`src/rtl/sr_ea_pkg.sv`:
```
// Package: shared mode codes and sequencer states for the stack-relative
// effective address unit. Assumes a 3-bit mode field from the decoder.
package sr_ea_pkg;

    typedef enum logic [2:0] {
        M_SR   = 3'd0,   // stack direct
        M_SRIY = 3'd1,   // stack indirect, Y-indexed
        M_JSIY = 3'd2,   // jump through stack pointer, Y-indexed
        M_REL  = 3'd3,   // PC-relative 16-bit target
        M_PSHI = 3'd4,   // push immediate word
        M_PSHR = 3'd5,   // push PC-relative address
        M_PSHZ = 3'd6,   // push word read from zero page
        M_PULL = 3'd7    // pull word
    } ea_mode_e;

    typedef enum logic [2:0] {
        S_IDLE,
        S_RD_LO,
        S_RD_HI,
        S_RD_END,
        S_WR_HI,
        S_WR_LO,
        S_DONE
    } ea_state_e;

endpackage

```
`src/rtl/sr_ea_addr.sv`:
```
// Address arithmetic: every sum the unit can present, computed in parallel
// from the captured operands. Purely combinational; assumes AW = 2 * DW
// and stack and zero-page arithmetic wrap inside their page.
module sr_ea_addr #(
    parameter int AW = 16,
    parameter logic [AW/2-1:0] STACK_PAGE = 8'h01
) (
    input  logic [AW/2-1:0] sp_q,
    input  logic [AW/2-1:0] y_q,
    input  logic [AW-1:0]   npc_q,
    input  logic [AW-1:0]   opnd_q,
    input  logic [AW-1:0]   word_q,
    output logic [AW-1:0]   sr_addr,
    output logic [AW-1:0]   sr_addr1,
    output logic [AW-1:0]   zp_addr0,
    output logic [AW-1:0]   zp_addr1,
    output logic [AW-1:0]   pl_addr1,
    output logic [AW-1:0]   pl_addr2,
    output logic [AW-1:0]   push_addr,
    output logic [AW-1:0]   rel_sum,
    output logic [AW-1:0]   idx_sum
);
    localparam int DW = AW / 2;
    localparam logic [DW-1:0] ONE  = 1;
    localparam logic [DW-1:0] TWO  = 2;
    localparam logic [DW-1:0] ZERO = '0;

    logic [DW-1:0] off, sr_lo, sr_lo1, zp1, pl1, pl2;

    // Page-local low bytes, each wrapping at the page boundary
    always_comb begin
        off    = opnd_q[DW-1:0];
        sr_lo  = sp_q + off;
        sr_lo1 = sr_lo + ONE;
        zp1    = off + ONE;
        pl1    = sp_q + ONE;
        pl2    = sp_q + TWO;
    end

    // Full addresses and the two 16-bit sums
    always_comb begin
        sr_addr   = {STACK_PAGE, sr_lo};
        sr_addr1  = {STACK_PAGE, sr_lo1};
        zp_addr0  = {ZERO, off};
        zp_addr1  = {ZERO, zp1};
        pl_addr1  = {STACK_PAGE, pl1};
        pl_addr2  = {STACK_PAGE, pl2};
        push_addr = {STACK_PAGE, sp_q};
        rel_sum   = npc_q + opnd_q;
        idx_sum   = word_q + {ZERO, y_q};
    end

endmodule

```
`src/rtl/sr_ea_seq.sv`:
```
// Sequencer: captures operands on an accepted start and steps through the
// byte reads and writes an operation needs, then strobes done for one cycle.
// Assumes memory read data arrives one cycle after the read request.
module sr_ea_seq
    import sr_ea_pkg::*;
#(
    parameter int AW = 16
) (
    input  logic            clk,
    input  logic            rst_n,
    input  logic            start,
    input  logic [2:0]      mode_in,
    input  logic [AW/2-1:0] sp_in,
    input  logic [AW/2-1:0] y_in,
    input  logic [AW-1:0]   npc_in,
    input  logic [AW-1:0]   opnd_in,
    input  logic [AW/2-1:0] mem_rdata,
    input  logic [AW-1:0]   sr_addr,
    input  logic [AW-1:0]   sr_addr1,
    input  logic [AW-1:0]   zp_addr0,
    input  logic [AW-1:0]   zp_addr1,
    input  logic [AW-1:0]   pl_addr1,
    input  logic [AW-1:0]   pl_addr2,
    input  logic [AW-1:0]   push_addr,
    input  logic [AW-1:0]   rel_sum,
    input  logic [AW-1:0]   idx_sum,
    output logic [AW/2-1:0] sp_q,
    output logic [AW/2-1:0] y_q,
    output logic [AW-1:0]   npc_q,
    output logic [AW-1:0]   opnd_q,
    output logic [AW-1:0]   word_q,
    output logic            busy,
    output logic            mem_rd,
    output logic            mem_wr,
    output logic [AW-1:0]   mem_addr,
    output logic [AW/2-1:0] mem_wdata,
    output logic            done,
    output logic [AW-1:0]   result,
    output logic            pc_load,
    output logic [AW/2-1:0] sp_out,
    output logic            sp_upd
);
    localparam int DW = AW / 2;
    localparam logic [DW-1:0] ONE = 1;
    localparam logic [DW-1:0] TWO = 2;

    ea_state_e state;
    ea_mode_e  mode_q;
    logic [AW-1:0] push_word;
    logic is_push, is_pull, is_read;

    // Mode classes used by the transitions and the output muxes
    always_comb begin
        is_push = (mode_q == M_PSHI) || (mode_q == M_PSHR) || (mode_q == M_PSHZ);
        is_pull = (mode_q == M_PULL);
        is_read = (mode_q == M_SRIY) || (mode_q == M_JSIY) || is_pull || (mode_q == M_PSHZ);
    end

    // Source of the word being pushed
    always_comb begin
        case (mode_q)
            M_PSHI:  push_word = opnd_q;
            M_PSHR:  push_word = rel_sum;
            default: push_word = word_q;
        endcase
    end

    // State register, operand capture, pointer assembly and stack pointer update
    always_ff @(posedge clk) begin
        if (!rst_n) begin
            state  <= S_IDLE;
            mode_q <= M_SR;
            sp_q   <= '0;
            y_q    <= '0;
            npc_q  <= '0;
            opnd_q <= '0;
            word_q <= '0;
        end else begin
            case (state)
                S_IDLE: if (start) begin
                    mode_q <= ea_mode_e'(mode_in);
                    sp_q   <= sp_in;
                    y_q    <= y_in;
                    npc_q  <= npc_in;
                    opnd_q <= opnd_in;
                    case (ea_mode_e'(mode_in))
                        M_SR, M_REL:    state <= S_DONE;
                        M_PSHI, M_PSHR: state <= S_WR_HI;
                        default:        state <= S_RD_LO;
                    endcase
                end
                S_RD_LO: state <= S_RD_HI;
                S_RD_HI: begin
                    word_q[DW-1:0] <= mem_rdata;
                    state          <= S_RD_END;
                end
                S_RD_END: begin
                    word_q[AW-1:DW] <= mem_rdata;
                    if (is_pull) sp_q <= sp_q + TWO;
                    state <= is_push ? S_WR_HI : S_DONE;
                end
                S_WR_HI: begin
                    sp_q  <= sp_q - ONE;
                    state <= S_WR_LO;
                end
                S_WR_LO: begin
                    sp_q  <= sp_q - ONE;
                    state <= S_DONE;
                end
                default: state <= S_IDLE;
            endcase
        end
    end

    // Memory request drive for each state
    always_comb begin
        mem_rd    = 1'b0;
        mem_wr    = 1'b0;
        mem_addr  = '0;
        mem_wdata = '0;
        case (state)
            S_RD_LO: begin
                mem_rd   = is_read;
                mem_addr = is_pull ? pl_addr1 : (mode_q == M_PSHZ) ? zp_addr0 : sr_addr;
            end
            S_RD_HI: begin
                mem_rd   = is_read;
                mem_addr = is_pull ? pl_addr2 : (mode_q == M_PSHZ) ? zp_addr1 : sr_addr1;
            end
            S_WR_HI: begin
                mem_wr    = 1'b1;
                mem_addr  = push_addr;
                mem_wdata = push_word[AW-1:DW];
            end
            S_WR_LO: begin
                mem_wr    = 1'b1;
                mem_addr  = push_addr;
                mem_wdata = push_word[DW-1:0];
            end
            default: ;
        endcase
    end

    // Completion outputs and result selection
    always_comb begin
        busy    = (state != S_IDLE);
        done    = (state == S_DONE);
        pc_load = done && ((mode_q == M_REL) || (mode_q == M_JSIY));
        sp_upd  = done && (is_push || is_pull);
        sp_out  = sp_q;
        case (mode_q)
            M_SR:           result = sr_addr;
            M_SRIY, M_JSIY: result = idx_sum;
            M_REL:          result = rel_sum;
            M_PULL:         result = word_q;
            default:        result = push_word;
        endcase
    end

endmodule

```
`src/rtl/sr_ea_unit.sv`:
```
// Top: stack-relative effective address unit. Joins the address arithmetic
// to the sequencer. Assumes a single-byte memory port with one-cycle read latency.
module sr_ea_unit #(
    parameter int AW = 16,
    parameter logic [AW/2-1:0] STACK_PAGE = 8'h01
) (
    input  logic            clk,
    input  logic            rst_n,
    input  logic            start,
    input  logic [2:0]      mode,
    input  logic [AW/2-1:0] sp_in,
    input  logic [AW/2-1:0] y_in,
    input  logic [AW-1:0]   npc,
    input  logic [AW-1:0]   opnd,
    input  logic [AW/2-1:0] mem_rdata,
    output logic            busy,
    output logic            mem_rd,
    output logic            mem_wr,
    output logic [AW-1:0]   mem_addr,
    output logic [AW/2-1:0] mem_wdata,
    output logic            done,
    output logic [AW-1:0]   result,
    output logic            pc_load,
    output logic [AW/2-1:0] sp_out,
    output logic            sp_upd
);
    localparam int DW = AW / 2;

    logic [DW-1:0] sp_q, y_q;
    logic [AW-1:0] npc_q, opnd_q, word_q;
    logic [AW-1:0] sr_addr, sr_addr1, zp_addr0, zp_addr1;
    logic [AW-1:0] pl_addr1, pl_addr2, push_addr, rel_sum, idx_sum;

    sr_ea_addr #(.AW(AW), .STACK_PAGE(STACK_PAGE)) u_addr (
        .sp_q(sp_q), .y_q(y_q), .npc_q(npc_q), .opnd_q(opnd_q), .word_q(word_q),
        .sr_addr(sr_addr), .sr_addr1(sr_addr1), .zp_addr0(zp_addr0),
        .zp_addr1(zp_addr1), .pl_addr1(pl_addr1), .pl_addr2(pl_addr2),
        .push_addr(push_addr), .rel_sum(rel_sum), .idx_sum(idx_sum)
    );

    sr_ea_seq #(.AW(AW)) u_seq (
        .clk(clk), .rst_n(rst_n), .start(start), .mode_in(mode),
        .sp_in(sp_in), .y_in(y_in), .npc_in(npc), .opnd_in(opnd),
        .mem_rdata(mem_rdata),
        .sr_addr(sr_addr), .sr_addr1(sr_addr1), .zp_addr0(zp_addr0),
        .zp_addr1(zp_addr1), .pl_addr1(pl_addr1), .pl_addr2(pl_addr2),
        .push_addr(push_addr), .rel_sum(rel_sum), .idx_sum(idx_sum),
        .sp_q(sp_q), .y_q(y_q), .npc_q(npc_q), .opnd_q(opnd_q), .word_q(word_q),
        .busy(busy), .mem_rd(mem_rd), .mem_wr(mem_wr), .mem_addr(mem_addr),
        .mem_wdata(mem_wdata), .done(done), .result(result), .pc_load(pc_load),
        .sp_out(sp_out), .sp_upd(sp_upd)
    );

endmodule

```
`config.mk`:
```
export PLATFORM = sky130hd
export DESIGN_NAME = sr_ea_unit
export DESIGN_NICKNAME = d
export VERILOG_FILES = /design/src/rtl/sr_ea_pkg.sv /design/src/rtl/sr_ea_addr.sv /design/src/rtl/sr_ea_seq.sv /design/src/rtl/sr_ea_unit.sv
export SDC_FILE = /design/constraint.sdc
export NUM_CORES = 1
export LEC_CHECK = 0
export ABC_AREA = 1
export CAP_MARGIN = 20
export CORE_MARGIN = 1.5
export CORE_UTILIZATION = 60
export CTS_CLUSTER_DIAMETER = 40
export DETAILED_ROUTE_END_ITERATION = 8
export DONT_BUFFER_PORTS = 1
export GPL_TIMING_DRIVEN = 0
export PLACE_DENSITY = 0.76
export SETUP_SLACK_MARGIN = 0.3
export SLEW_MARGIN = 25
export SYNTH_ARGS = -nofsm -noshare
export SYNTH_HDL_FRONTEND = slang
export SYNTH_SLANG_ARGS = --single-unit
```
`constraint.sdc`:
```
create_clock -name clk -period 2.95 [get_ports clk]
set_input_delay 0.1475 -clock clk [delete_from_list [all_inputs] [get_ports clk]]
set_output_delay 0.1475 -clock clk [all_outputs]
set_load 0.05 [all_outputs]
```
==> results.md, run 1 <==
| Group | Parameter | Reported |
| --- | --- | --- |
| yosys | Compound-cell area share of the yosys netlist | 22.15% |
| sta | Number of hold violations in the final report | 1 |
| drt | Detailed Route Iter0 Violations | 963 |
| sta | Least-Margin Pin Slew | 1.098 ns |
| worst setup path | CP endpoint kind | output port |
| worst setup path | Largest fanout of any net on the critical path | 4 |
| cts | Number of clock buffers inserted by TritonCTS | 9 |
| global routing | First-pass GRT wire length | 34980 um |
| cts | Clock Latency Late Sink | 0.37 ns |
| global routing | Number of global-route vias before repair | 6968 |
| global routing | Number of antenna violations at the first check in global routing | 0 |
| finish | Share of cells above drive strength 1 | 21.14% |
| yosys | Yosys warning total | 0 |
| sta | Final cycle utilization of the critical path | 100.2% |
| yosys | Adder-Cell Fraction of Synth Area | 8.321% |
| worst setup path | Endpoint arrival time on the critical path | 2.81 ns |
| drt | Average vias per placed instance | 6.108 |
| placed design | Placed standard-cell area | 6350 um2 |
| drt | DRC Markers | 1 |
| placed design | Post-DP HPWL | 16050 um |
| worst hold path | Hold Path Class | in2reg |
| finish | Number of inserted diodes | 0 |
| cts | Number of buffers between clock root and the deepest sink | 2 |
| yosys | Cell area after technology mapping | 6135 um2 |
| sta | RSZ-0062 raised after global routing | yes |
| drt | WL final | 23320 um |
| worst hold path | Source of the worst hold timing path | rst_n |
| sta | Least setup slack across all paths after layout | -0.004733 ns |
| finish | Final-layout fill cell count | 721 |
| drt | Metal2 WL | 10040 um |
| worst setup path | Slowest CP cell | sky130_fd_sc_hd__fa_2 |
| drt | Detail Route met3 WL | 2911 um |
| worst setup path | CP max stage delay | 0.58 ns |
| die | Top-Level Pins | 116 |
| sta | Final worst hold slack | -0.0005616 ns |
| sta | Final period demand of the worst path | 2.955 ns |
| drt | M1 WL | 8953 um |
| finish | Nets@finish | 1204 |
| cts | Buffer type at the clock tree root | sky130_fd_sc_hd__clkbuf_8 |
| power | Lkg Pwr | 3.458 nW |
| cts | Register clock-pin slew on the reported worst setup and hold paths | 0.08 ns |
| worst setup path | CP bufs+invs | 3 |
| yosys | Area share of xor/xnor cells in the synthesized design | 2.855% |
| global routing | Overall track demand over capacity in global routing | 40.79% |
| power | Worst vdd rail ir drop | 0.5774 mV |
| sta | Highest Clock Rate | 338.4 MHz |
| sta | Relative slew slack | 26.47% |
| cts | Maximum level of the CTS H-tree | 3 |
| worst setup path | CP delay by family, top | adder cells |
| die | Die area | 10840 um2 |
| yosys | Number of instances in the synthesized netlist | 1013 |
| yosys | Fraction of synthesized area in multiplexers | 0% |
| die | Initial standard-cell utilization of the core | 62.19% |
| yosys | Main combinational cell family by area after synthesis | simple AND/OR/NAND/NOR gates |
| outcome | Outcome | finished with violations |
| yosys | Most used flip-flop cell after synthesis | sky130_fd_sc_hd__dfxtp_1 |
| die | Height of the die | 104.1 um |
| sta | Sum of negative setup slack | -0.004733 ns |
| die | Floorplan die width | 104.1 um |
| cts | CTS tree | done |
| sta | Final clock skew | 0.009181 ns |
| die | Total number of placement rows | 36 |
| worst setup path | Critical path class | reg2out |
| drt | Routed len/inst | 18.81 um |
| drt | Uppermost layer routed | met4 |
| sta | Max-slew violation count | 0 |
| finish | Fin area | 7975 um2 |
| worst setup path | Startpoint kind of the worst setup timing path | register |
| job | Reported max-cap violation count | 0 |
| worst setup path | Cell Chain, Critical Path | ha_4 > inv_2 > fa_2 > inv_2 > nand2_2 > nand2_4 > ha_4 > inv_4 > nor2_4 > o21ai_2 > o211ai_1 > o211ai_1 |
| drt | Via count | 7574 |
| outcome | Violations in the final reports | DRC, hold timing, setup timing |
| finish | Layout-stage area growth over the synthesis result | 30.00% |
| power | Power Density | 1047 nW/um2 |
| yosys | Count of unique library cells instantiated by Yosys | 48 |
| sta | Setup violators final | 1 |
| placed design | Final weighted congestion in routability-driven placement | 1.009 |
| yosys | Share of synthesized registers carrying an async set or reset | 0% |
| drt | Antenna-violating nets left | 0 |
| yosys | Number of enable flip-flop cells after synthesis | 0 |
| yosys | Register bit total from synthesis | 70 |
| global routing | GRT Residual Overflow | 0 |
| drt | Drt first pass iters | 9 |
| worst setup path | Worst R2R Start | u_seq.state[1] |
| die | Placeable core area | 9864 um2 |
| yosys | Syn avg cell area | 6.056 um2 |
| yosys | Post-synthesis simple-gate area fraction | 34.14% |
| cts | Number of sinks handled by clock tree synthesis | 70 |
| placed design | Buffers on Ports | 0 |
| yosys | Portion of the post-synthesis area used by sequential elements | 22.84% |
| worst setup path | Worst Path Required | 2.80 ns |
| global routing | Largest net degree at the start of global routing | 12 |
| placed design | Post-placement setup slack | 0.02863 ns |
| finish | Most frequent cells in the layout | sky130_fd_sc_hd__nand2_1 (261), sky130_fd_sc_hd__a21oi_1 (96), sky130_fd_sc_hd__inv_1 (87) |
| worst setup path | Launching element of the worst setup path | u_seq.sp_out[0] |
| finish | Leading cell type in the layout, fill and taps excluded | sky130_fd_sc_hd__nand2_1 |
==> synthesized netlist by cell type, types with 2 or more instances <==
master                       n  area (um2)
sky130_fd_sc_hd__a21boi_0    2       15.01
sky130_fd_sc_hd__a21o_1      4       30.03
sky130_fd_sc_hd__a21oi_1   103       515.5
sky130_fd_sc_hd__a221oi_1    4       35.03
sky130_fd_sc_hd__a22oi_1     2       15.01
sky130_fd_sc_hd__a31oi_1     3       18.77
sky130_fd_sc_hd__a41oi_1     3       26.28
sky130_fd_sc_hd__buf_2      10       50.05
sky130_fd_sc_hd__buf_4       8       60.06
sky130_fd_sc_hd__clkbuf_1   21       78.83
sky130_fd_sc_hd__clkinv_1    3       11.26
sky130_fd_sc_hd__dfxtp_1    70        1401
sky130_fd_sc_hd__fa_1        3       60.06
sky130_fd_sc_hd__ha_1       36       450.4
sky130_fd_sc_hd__inv_1      92       345.3
sky130_fd_sc_hd__inv_2      12       45.04
sky130_fd_sc_hd__nand2_1   304        1141
sky130_fd_sc_hd__nand2_2     4       25.02
sky130_fd_sc_hd__nand3_1    80       400.4
sky130_fd_sc_hd__nand3_2     2       20.02
sky130_fd_sc_hd__nand3b_1    4       30.03
sky130_fd_sc_hd__nand4_1     4       25.02
sky130_fd_sc_hd__nor2_1     74       277.8
sky130_fd_sc_hd__nor2_2      3       18.77
sky130_fd_sc_hd__nor2_4      4       45.04
sky130_fd_sc_hd__nor3_1     12       60.06
sky130_fd_sc_hd__o211ai_1   12       90.09
sky130_fd_sc_hd__o21ai_0    67       335.3
sky130_fd_sc_hd__o21ai_1     6       30.03
sky130_fd_sc_hd__o21bai_1    7       52.55
sky130_fd_sc_hd__o221ai_1    4       35.03
sky130_fd_sc_hd__o22ai_1    13       81.33
sky130_fd_sc_hd__or2_2       4       25.02
sky130_fd_sc_hd__xnor2_1     3       26.28
sky130_fd_sc_hd__xor2_1     17       148.9
==> logic make-up after synthesis <==
logic type / count (synthesis)
flops: 70
simple gates: 499
other cells: 1
xor+xnor: 20
compound gates: 238
fa+ha+maj: 39
buf+inv: 146
==> flip-flops by register name, indices dropped and copies added, names as in the netlist <==
register and count:
u_seq.sp_out 8, u_seq.npc_q 16, u_seq.word_q 16, u_seq.mode_q 3
u_seq.opnd_q 16, u_seq.y_q 8, u_seq.state 3
==> worst reg2reg max path: cells and delay by family (launching register included) <==
kind / cells / cell delay (ns)
buffers and inverters: 2 / 0.73
flip-flops: 1 / 0.48
AND/OR/NAND/NOR: 4 / 0.82
AO/OA/AOI/OAI: 1 / 0.19
==> per-layer routing <==
layer  track usage, %  vias up
li1                 -     3543
met5                0        -
met2            65.33      531
met4            20.04        0
met3            12.34      120
met1            49.71     3380
==> power breakdown <==
part	leakage [nW]	internal, W	total [W]	switching (W)
clock network	0.0952	0.000407	0.000796	0.000389
registers	0.585	0.00126	0.00189	0.000635
logic	2.78	0.00173	0.00566	0.00393
total	3.46	0.00340	0.00835	0.00495
==> through the flow <==
stage	std cells	utilization, %	hold WS (ns)	power, W
finish	1240	80.85	-0.0005616	0.008354
global route	1240	80.85	0.01744	0.008799
CTS	1227	75.30	0.0001986	0.007549
detailed placement	1153	64.37	0.2984	0.006286
global placement	1152	64.19	0.2922	0.006230
floorplan	1019	-	0.2824	0.005265
==> repair_timing <==
item	in CTS	in global routing
setup buffers	7	13
endpoints found under the setup margin	33	35
hold buffers	52	0
pin swaps	28	43
gates cloned	0	0
endpoints found under the hold margin	52	0
resized for setup	87	124
==> final timing paths <==
path | to | slack (ns) | cells after the start
worst max-delay path | mem_addr[2] | -0.005 | 12
worst min-delay path | u_seq.state[2] | -0.0006 | 2
worst max register to register | u_seq.y_q[0] | 0.63 | 7
worst min register to register | u_seq.npc_q[10] | 0.47 | 2
==> layout make-up <==
| type | count | area (um2) | area share, % |
|---|---|---|---|
| inverter | 107 | 407.9 | 5.115 |
| multi-input combinational | 803 | 4877 | 61.15 |
| clock buffer | 11 | 141.4 | 1.773 |
| buffer | 39 | 198.9 | 2.495 |
| sequential | 70 | 1454 | 18.23 |
| clock inverter | 4 | 47.55 | 0.5962 |
| timing repair buffer | 73 | 681.9 | 8.550 |
| tap | 133 | 166.4 | 2.087 |
No activity file was read; power rests on OpenSTA's default activity.
==> run 2: changes to the inputs <==
--- a/config.mk
+++ b/config.mk
@@ -7,12 +7,13 @@
 export LEC_CHECK = 0
 export ABC_AREA = 1
 export CAP_MARGIN = 20
-export CORE_MARGIN = 1.5
+export CORE_MARGIN = 5
 export CORE_UTILIZATION = 60
 export CTS_CLUSTER_DIAMETER = 40
 export DETAILED_ROUTE_END_ITERATION = 8
 export DONT_BUFFER_PORTS = 1
 export GPL_TIMING_DRIVEN = 0
+export HOLD_SLACK_MARGIN = 0.02
 export PLACE_DENSITY = 0.76
 export SETUP_SLACK_MARGIN = 0.3
 export SLEW_MARGIN = 25
==> run 2 against run 1 <==
  * The flow finishes with violations (setup timing)
  * Critical path type unchanged
  * Flip-flop and latch count is the same
  * Wire length grew 5.4%
  * Hold slack better by 0.026 ns
  * Largest power group unchanged
  * First-iteration DRC count is 0.52% higher
  * Largest cell class unchanged
  * Power grew 3.3%
  * Global-route usage shrank 4.4 points
  * Setup slack got worse by 0.11 ns
==> results.md, run 2 (synthesis results as in run 1) <==
| Group | Parameter | Reported |
| --- | --- | --- |
| drt | Drt first pass iters | 6 |
| sta | Final clock skew | 0.006171 ns |
| sta | Number of hold violations in the final report | 0 |
| power | Worst vdd rail ir drop | 0.6987 mV |
| worst setup path | Startpoint kind of the worst setup timing path | register |
| die | Total number of placement rows | 37 |
| cts | Maximum level of the CTS H-tree | 3 |
| placed design | Post-DP HPWL | 16750 um |
| global routing | GRT Residual Overflow | 0 |
| outcome | Outcome | finished with violations |
| cts | Register clock-pin slew on the reported worst setup and hold paths | 0.08 ns |
| worst setup path | Cell occurring most often along the worst timing path | sky130_fd_sc_hd__o211ai_1 |
| sta | Setup violators final | 2 |
| placed design | Buffers on Ports | 0 |
| global routing | Number of global-route vias before repair | 7062 |
| sta | Sum of negative setup slack | -0.1297 ns |
| worst setup path | Worst-case register-to-register setup slack | 0.46 ns |
| finish | Most frequent cells in the layout | sky130_fd_sc_hd__nand2_1 (265), sky130_fd_sc_hd__a21oi_1 (94), sky130_fd_sc_hd__inv_1 (87) |
| drt | Average vias per placed instance | 6.123 |
| finish | Registers with the highest flip-flop counts | u_seq.npc_q: 16 flops, u_seq.opnd_q: 16 flops, u_seq.word_q: 16 flops |
| finish | Leading cell type in the layout, fill and taps excluded | sky130_fd_sc_hd__nand2_1 |
| die | Initial standard-cell utilization of the core | 60.51% |
| sta | Final worst hold slack | 0.02539 ns |
| drt | Via count | 7715 |
| cts | Clock Latency Late Sink | 0.39 ns |
| sta | Final cycle utilization of the critical path | 103.8% |
| outcome | Violations in the final reports | setup timing |
| worst setup path | Endpoint arrival time on the critical path | 2.91 ns |
| die | Floorplan die width | 111.1 um |
| drt | Antenna-violating nets left | 0 |
| worst setup path | Largest fanout of any net on the critical path | 7 |
| sta | Max-slew violation count | 0 |
| worst setup path | Cell Chain, Critical Path | clkinvlp_4 > fa_2 > inv_2 > nand2_2 > nand2_4 > ha_4 > inv_4 > nor2_4 > o21ai_2 > o211ai_1 > o211ai_1 |
| cts | Number of clock buffers inserted by TritonCTS | 9 |
| power | Post-layout power | 0.008632 W |
| cts | CTS tree | done |
| drt | Detailed Route Iter0 Violations | 968 |
| worst setup path | Critical path class | reg2out |
| drt | Routed len/inst | 19.51 um |
| finish | Post-layout instance count excluding filler cells | 1260 |
| power | Power Density | 1046 nW/um2 |
| die | Top-Level Pins | 116 |
| sta | RSZ-0062 raised after global routing | yes |
| sta | Relative slew slack | 24.23% |
| worst setup path | CP bufs+invs | 3 |
| worst setup path | CP max stage delay | 0.60 ns |
| placed design | Final weighted congestion in routability-driven placement | 0.9628 |
| worst setup path | Worst R2R Start | u_seq.state[1] |
| finish | Layout-stage area growth over the synthesis result | 34.53% |
| job | Reported max-cap violation count | 0 |
| global routing | First-pass GRT wire length | 35980 um |
| placed design | Post-placement cell count | 1157 |
| worst setup path | R2R cell count | 7 |
| finish | Number of inserted diodes | 0 |
| die | Placeable core area | 10140 um2 |
| worst hold path | Hold Path Class | in2reg |
| sta | Final period demand of the worst path | 3.062 ns |
| cts | Number of sinks handled by clock tree synthesis | 70 |
| worst hold path | Cell depth of the worst min-delay path | 2 |
| worst hold path | Hold worst-path end | u_seq.opnd_q[15] |
| global routing | Number of antenna violations at the first check in global routing | 0 |
| die | Height of the die | 111.1 um |
| worst hold path | Source of the worst hold timing path | opnd[15] |
| worst setup path | CP endpoint kind | output port |
| placed design | Post-placement setup slack | 0.01041 ns |
| global routing | Overall track demand over capacity in global routing | 36.36% |
| cts | Buffer type at the clock tree root | sky130_fd_sc_hd__clkbuf_8 |
| cts | Number of buffers between clock root and the deepest sink | 2 |
| drt | WL final | 24580 um |
| drt | DRC Markers | 0 |
| sta | Least-Margin Pin Slew | 1.132 ns |
| sta | Least setup slack across all paths after layout | -0.1116 ns |
| worst setup path | RR Endpoint | u_seq.opnd_q[15] |
| sta | Highest Clock Rate | 326.6 MHz |
| worst setup path | CP delay by family, top | adder cells |
| die | Die area | 12350 um2 |
| global routing | Largest net degree at the start of global routing | 13 |
| worst setup path | Worst Path Required | 2.80 ns |
| finish | Final-layout fill cell count | 710 |
| worst setup path | Slowest CP cell | sky130_fd_sc_hd__fa_2 |
| finish | Nets@finish | 1220 |
| power | Lkg Pwr | 3.558 nW |
| finish | Share of cells above drive strength 1 | 22.60% |
run 2: report_power, final:
| part | switching (W) | internal [W] | total [W] |
|---|---|---|---|
| clock | 0.000414 | 0.000501 | 0.000915 |
| sequential | 0.000651 | 0.00126 | 0.00191 |
| combinational | 0.00396 | 0.00184 | 0.00580 |
run 2: metal layers:
metal | wire length, um | global-route usage [%] | vias up | share of wire, %
met4 | 1249 | 17.44 | 0 | 5.1
li1 | - | - | 3580 | -
met3 | 3124 | 12.17 | 106 | 13
met1 | 9180 | 44.96 | 3481 | 37
met5 | 0 | 0 | - | 0
met2 | 11030 | 56.88 | 548 | 45
run 2: area by class of cell:
class	instances	area (um2)	share of cell area (%)
plain buffers	39	195.2	2.365
repair buffers	89	813.3	9.854
flip-flops and latches	70	1461	17.71
clock buffers	11	141.4	1.713
multi-input cells	803	4981	60.35
well taps	136	170.2	2.062
inverters	107	407.9	4.942
clock inverters	5	82.58	1.001
run 2: what timing repair did:
item	CTS	global route
endpoints found under the setup margin	34	31
resized for setup	93	131
buffers inserted	10	19
hold endpoints to repair	64	0
pin swaps	19	47
hold buffers	58	0
run 2: worst max-delay path by stage:
stage | depth (start not counted) | slack, ns | end | from
2_1_floorplan | 7 | 0.30 | mem_wdata[4] | u_seq.opnd_q[0]
3_5_place_dp | 14 | 0.01 | mem_addr[6] | u_seq.sp_out[1]
6_report | 11 | -0.11 | mem_addr[2] | u_seq.sp_out[1]
4_1_cts | 12 | -0.03 | mem_addr[2] | u_seq.sp_out[0]
3_3_place_gp | 7 | -0.07 | result[4] | u_seq.opnd_q[0]
5_1_grt | 11 | -0.17 | mem_addr[2] | u_seq.sp_out[1]
run 2: stage by stage:
stage / area (um2) / util (%)
floorplan: 6166 / -
global placement: 6336 / 62.50
detailed placement: 6361 / 62.74
CTS: 7545 / 74.42
global route: 8253 / 81.40
finish: 8253 / 81.40
